[config.mk]
export PLATFORM = sky130hd
export DESIGN_NAME = cycle_skip_ctl
export DESIGN_NICKNAME = d
export VERILOG_FILES = /design/src/rtl/cs_pkg.sv /design/src/rtl/cs_phase_gen.sv /design/src/rtl/cs_err_judge.sv /design/src/rtl/cs_sat_cnt.sv /design/src/rtl/cycle_skip_ctl.sv
export SDC_FILE = /design/constraint.sdc
export NUM_CORES = 1
export LEC_CHECK = 0
export ABC_CLOCK_PERIOD_IN_PS = 6600
export BUFFER_PORTS_ARGS = -buffer_cell sky130_fd_sc_hd__buf_2
export CORE_AREA = 2 2 120 122
export DETAILED_ROUTE_END_ITERATION = 10
export DIE_AREA = 0 0 122 124
export GPL_TIMING_DRIVEN = 0
export PLACE_DENSITY = 0.66
export SLEW_MARGIN = 20
export SYNTH_ARGS = -nofsm -noshare
export SYNTH_HDL_FRONTEND = slang
export SYNTH_SLANG_ARGS = --single-unit
[constraint.sdc]
create_clock -name clk -period 6.6 [get_ports clk]
set_clock_uncertainty 0.15 [all_clocks]
set_input_delay 1.32 -clock clk [delete_from_list [all_inputs] [get_ports clk]]
set_output_delay 1.32 -clock clk [all_outputs]
set_load 0.01 [all_outputs]
[src/rtl/cs_pkg.sv]
package cs_pkg;
  // Decoded position inside one pipeline period
  typedef struct packed {
    logic lclk_ph;  // first half of the period
    logic watch;    // detection window open (strobe low)
    logic wrap;     // last tick of the period
  } cs_phase_t;
endpackage

[src/rtl/cs_phase_gen.sv]
module cs_phase_gen
  import cs_pkg::*;
#(
  parameter int PERIOD    = 8,
  parameter int WATCH_DLY = 5
) (
  input  logic      clk,
  input  logic      rst_n,
  output cs_phase_t phase_o
);
  localparam int PW = $clog2(PERIOD);
  localparam logic [PW-1:0] LAST = PW'(PERIOD - 1);
  localparam logic [PW-1:0] HALF = PW'(PERIOD / 2);
  localparam logic [PW-1:0] FALL = PW'(WATCH_DLY);

  logic [PW-1:0] ph_q, ph_d;

  always_comb begin
    if (ph_q == LAST) ph_d = '0;
    else              ph_d = ph_q + 1'b1;
  end

  always_ff @(posedge clk or negedge rst_n) begin
    if (!rst_n) ph_q <= '0;
    else        ph_q <= ph_d;
  end

  always_comb begin
    phase_o.lclk_ph = (ph_q < HALF);
    phase_o.watch   = (ph_q >= FALL);
    phase_o.wrap    = (ph_q == LAST);
  end
endmodule

[src/rtl/cs_err_judge.sv]
module cs_err_judge
  import cs_pkg::*;
#(
  parameter int NUM_REG = 8
) (
  input  logic               clk,
  input  logic               rst_n,
  input  logic [NUM_REG-1:0] err_n,
  input  cs_phase_t          phase_i,
  output logic               supp_o,
  output logic               early_hit_o
);
  logic err_any;
  logic hit;
  logic pend_q, pend_d;
  logic supp_q, supp_d;

  // OR merge of active-low flags
  assign err_any = |(~err_n);
  // only a delivered period can arm a suppression
  assign hit     = err_any & phase_i.watch & ~supp_q;

  always_comb begin
    pend_d = pend_q | hit;
    supp_d = supp_q;
    if (phase_i.wrap) begin
      pend_d = 1'b0;
      supp_d = pend_q | hit;
    end
  end

  always_ff @(posedge clk or negedge rst_n) begin
    if (!rst_n) begin
      pend_q <= 1'b0;
      supp_q <= 1'b0;
    end else begin
      pend_q <= pend_d;
      supp_q <= supp_d;
    end
  end

  assign supp_o      = supp_q;
  assign early_hit_o = err_any & ~phase_i.watch;
endmodule

[src/rtl/cs_sat_cnt.sv]
module cs_sat_cnt #(
  parameter int W = 32
) (
  input  logic         clk,
  input  logic         rst_n,
  input  logic         inc_i,
  output logic [W-1:0] cnt_o
);
  logic [W-1:0] cnt_q, cnt_d;
  logic         en;

  assign en    = inc_i & (cnt_q != '1);
  assign cnt_d = cnt_q + 1'b1;

  always_ff @(posedge clk or negedge rst_n) begin
    if (!rst_n)  cnt_q <= '0;
    else if (en) cnt_q <= cnt_d;
  end

  assign cnt_o = cnt_q;
endmodule

[src/rtl/cycle_skip_ctl.sv]
module cycle_skip_ctl
  import cs_pkg::*;
#(
  parameter int PERIOD    = 8,
  parameter int WATCH_DLY = 5,
  parameter int NUM_REG   = 8,
  parameter int CNT_W     = 32
) (
  input  logic               clk,
  input  logic               rst_n,
  input  logic [NUM_REG-1:0] err_n,
  output logic               lclk_en_o,
  output logic               ctl_o,
  output logic [CNT_W-1:0]   deliv_cnt_o,
  output logic [CNT_W-1:0]   skip_cnt_o,
  output logic [CNT_W-1:0]   false_cnt_o
);
  localparam int NCNT = 3;

  cs_phase_t          phase;
  logic               supp;
  logic               early_hit;
  logic               wrap_w;
  logic [NCNT-1:0]    inc;
  logic [CNT_W-1:0]   cnt [NCNT];

  cs_phase_gen #(.PERIOD(PERIOD), .WATCH_DLY(WATCH_DLY)) u_phase (
    .clk     (clk),
    .rst_n   (rst_n),
    .phase_o (phase)
  );

  cs_err_judge #(.NUM_REG(NUM_REG)) u_judge (
    .clk         (clk),
    .rst_n       (rst_n),
    .err_n       (err_n),
    .phase_i     (phase),
    .supp_o      (supp),
    .early_hit_o (early_hit)
  );

  assign wrap_w = phase.wrap;
  assign inc[0] = phase.wrap & ~supp;  // delivered
  assign inc[1] = phase.wrap &  supp;  // suppressed
  assign inc[2] = early_hit;           // outside window

  for (genvar g = 0; g < NCNT; g++) begin : g_cnt
    cs_sat_cnt #(.W(CNT_W)) u_cnt (
      .clk   (clk),
      .rst_n (rst_n),
      .inc_i (inc[g]),
      .cnt_o (cnt[g])
    );
  end

  assign lclk_en_o   = phase.lclk_ph & ~supp;
  assign ctl_o       = ~phase.watch;
  assign deliv_cnt_o = cnt[0];
  assign skip_cnt_o  = cnt[1];
  assign false_cnt_o = cnt[2];
endmodule

==> summary.md <==
| Metric | Value |
|---|---|
| Status | finished clean |
| Nets | 576 |
| Post-synth EDFFs | 0 |
| Final setup fails | 0 |
| Per-cell routed wire length | 14.26 um |
| Setup_tns | 0 ns |
| WHS | 0.3370 ns |
| Antenna viol nets, final | 0 |
| Crit path cell chain | ha_1, o31ai_1, buf_2 |
| Power density over the cells | 221.8 mW/mm^2 |
| Crit path time final | 3.033 ns |
| Worst setup endpoint | ctl_o |
| Layout cells sized above 1 | 23.89% |
| Yosys top cell by area | dfrtp_1 |
| Ranking of synthesized cells by area | dfrtp_1 53%, xnor2_1 12%, nand4_1 5.0% |
| Ys Warns | 0 |
| Final core utilization | 42.73% |
| Register area share after synthesis | 53.02% |
| GRT overflow | 0 |
| Post-CTS resize count | 0 |
| Synth Flop Type | dfrtp_1 |
| CTS Hold Bufs | 0 |
| Worst Hold Class | flop to flop |
| Syn nets | 457 |
| Critical Path Source Type | flop |
| MaxCap Viol Count | 0 |
| PortBufs | 107 |
| Die width | 122 um |
| DR iter-0 viols | 121 |
| Final period utilization | 45.96% |
| Total CTS buffers | 9 |
| Die area | 0.01513 mm^2 |
| Vias in the first global route | 3689 |
| Slew Limit Fails | 0 |
| Worst r2r src | u_phase.ph_q[0] |
| Fin. Hold Viols | 0 |
| Via density | 5.051 |
| First-pass GRT wire length | 17920 um |
| Placed cell count | 729 |
| #FFs+latches synth | 101 |
| Flop2flop setup slack | 4.05 ns |
| Slew @ Worst Pin | 0.8569 ns |
| Fin cells | 745 |
| RSZ-0062 raised after global routing | no |
| Worst Setup End Kind | output port |
| Post-Syn Area per Cell | 10.81 um^2 |
| Data arrival, critical path | 1.56 ns |
| Top-count cell post-synth | dfrtp_1 |
| GRT Util Overall | 14.99% |
| Clock Path Buffers | 2 |
| Core area | 0.01372 mm^2 |
| Row count | 43 |
| Post-Syn Area | 0.004767 mm^2 |
| Clk slew on worst S/H paths | 0.07 ns |
| Worst reg2reg endpoint | g_cnt[2].u_cnt.cnt_o[6] |
| Setup bufs post-CTS | 0 |
| Initial antenna violation count | 0 |
| Max_slew headroom | 42.35% |
| DRT Pass-1 Iters | 4 |
| Clock Sinks | 101 |
| CP peak stage delay | 0.41 ns |
| Max IR drop VDD | 0.0001201 V |
| Commonest cells post-synth | 101 x dfrtp_1, 64 x xnor2_1, 38 x nand4_1 |
| Worst r2r path cells | 7 |
| Yosys cell types | 37 |
| Via Count | 3763 |
| Ports | 108 |
| Leak pwr | 2.931 nW |
| Routed wire length | 10620 um |
| Pin count of the biggest net entering global routing | 53 |
| Clk root buf | clkbuf_16 |
| Top cell type's share of synthesized area | 53.02% |
| Final routed DRC violation total | 0 |
| Fmax | 329.7 MHz |
| Crit path kind | flop to output port |
| Detailed Place HPWL | 7840 um |
| CTS tree | built |
| Area delta synth->final | 22.97% |
| Clk_lat worst skew | 0.35 ns |
| Final RePlAce weighted congestion | 0.8265 |
| Antenna Cells | 0 |
| Cell count after synthesis | 441 |
| Die Y-Extent | 124 um |
| Worst path required time | 5.13 ns |
| CP startpoint | u_phase.ph_q[0] |
| Initial cell density of the core | 34.75% |
| Crit-path max FO | 4 |
| Max H-tree Level | 3 |
| FFs w/ async S/R, synth | 100.0% |
| Max stage delay cell, worst path | dfrtp_1 |
report_power, final:
group,switching [mW],internal (mW)
clock,0.234,0.304
sequential,0.0277,0.639
combinational,0.0515,0.0439
metal layers:
| metal | track usage, % | routed length, um | vias up |
|---|---|---|---|
| li1 | - | - | 1806 |
| met1 | 18.86 | 4719 | 1844 |
| met2 | 24.76 | 5180 | 93 |
| met3 | 2.976 | 493 | 20 |
| met4 | 7.256 | 231 | 0 |
| met5 | 0 | 0 | - |
critical path: cells and delay by family (launching register included):
family          cells  cell delay (ns)
flops               1             0.41
fa+ha+maj           1             0.20
buf+inv             1             0.22
compound gates      1             0.39
kinds of logic (layout without fill, tap and decap cells):
kind of cell    count (synthesis)  count (layout)  synth area share, %
simple gates                  204             204                23.65
flops                         101             101                53.02
xor+xnor                       91              91                16.72
compound gates                 18              18                2.730
buf+inv                        18             142                1.627
fa+ha+maj                       6               6                1.575
mux                             3               3               0.6824
area by class of cell:
cell class | instances | area, um^2
clock buffers | 10 | 239.0
clock inverters | 6 | 61.31
flip-flops and latches | 101 | 2527
repair buffers | 108 | 569.3
inverters | 12 | 45.04
multi-input cells | 322 | 2162
well taps | 180 | 225.2
plain buffers | 6 | 32.53
fillers | 1335 | 7858
worst min path at each step:
stage	slack, ns	from	to	cells after the start
floorplan	0.30	u_judge.pend_q	u_judge.pend_q	2
global placement	0.32	u_judge.pend_q	u_judge.pend_q	2
detailed placement	0.33	g_cnt[0].u_cnt.cnt_o[31]	g_cnt[0].u_cnt.cnt_o[31]	1
CTS	0.34	g_cnt[2].u_cnt.cnt_o[30]	g_cnt[2].u_cnt.cnt_o[30]	1
global route	0.35	g_cnt[2].u_cnt.cnt_o[11]	g_cnt[2].u_cnt.cnt_o[11]	1
finish	0.34	g_cnt[2].u_cnt.cnt_o[30]	g_cnt[2].u_cnt.cnt_o[30]	1
placed cells by master, fill, tap and decap left out, types with 9 or more instances in the layout:
master,n
nor3_1,15
nand3_1,32
buf_2,108
nand2_1,36
xnor2_1,64
and4_1,10
dfrtp_1,101
clkbuf_16,9
xor2_1,27
inv_1,12
and3_1,30
nand4_1,38
nor2_1,25
per-stage QoR:
step	setup slack (ns)	instance area [um^2]	power [mW]
3_5_place_dp	3.634	5562	0.7764
2_1_floorplan	4.005	4767	0.7234
6_report	3.567	5862	1.300
5_1_grt	3.457	5862	1.353
3_3_place_gp	2.972	5528	0.7678
4_1_cts	3.538	5862	1.324
flip-flops by register name, summed over array words and instances, names as in the netlist:
signal,count
g_cnt.u_cnt.cnt_o,96
u_phase.ph_q,3
u_judge.pend_q,1
u_judge.supp_o,1
Power figures use the tool's default switching activity.
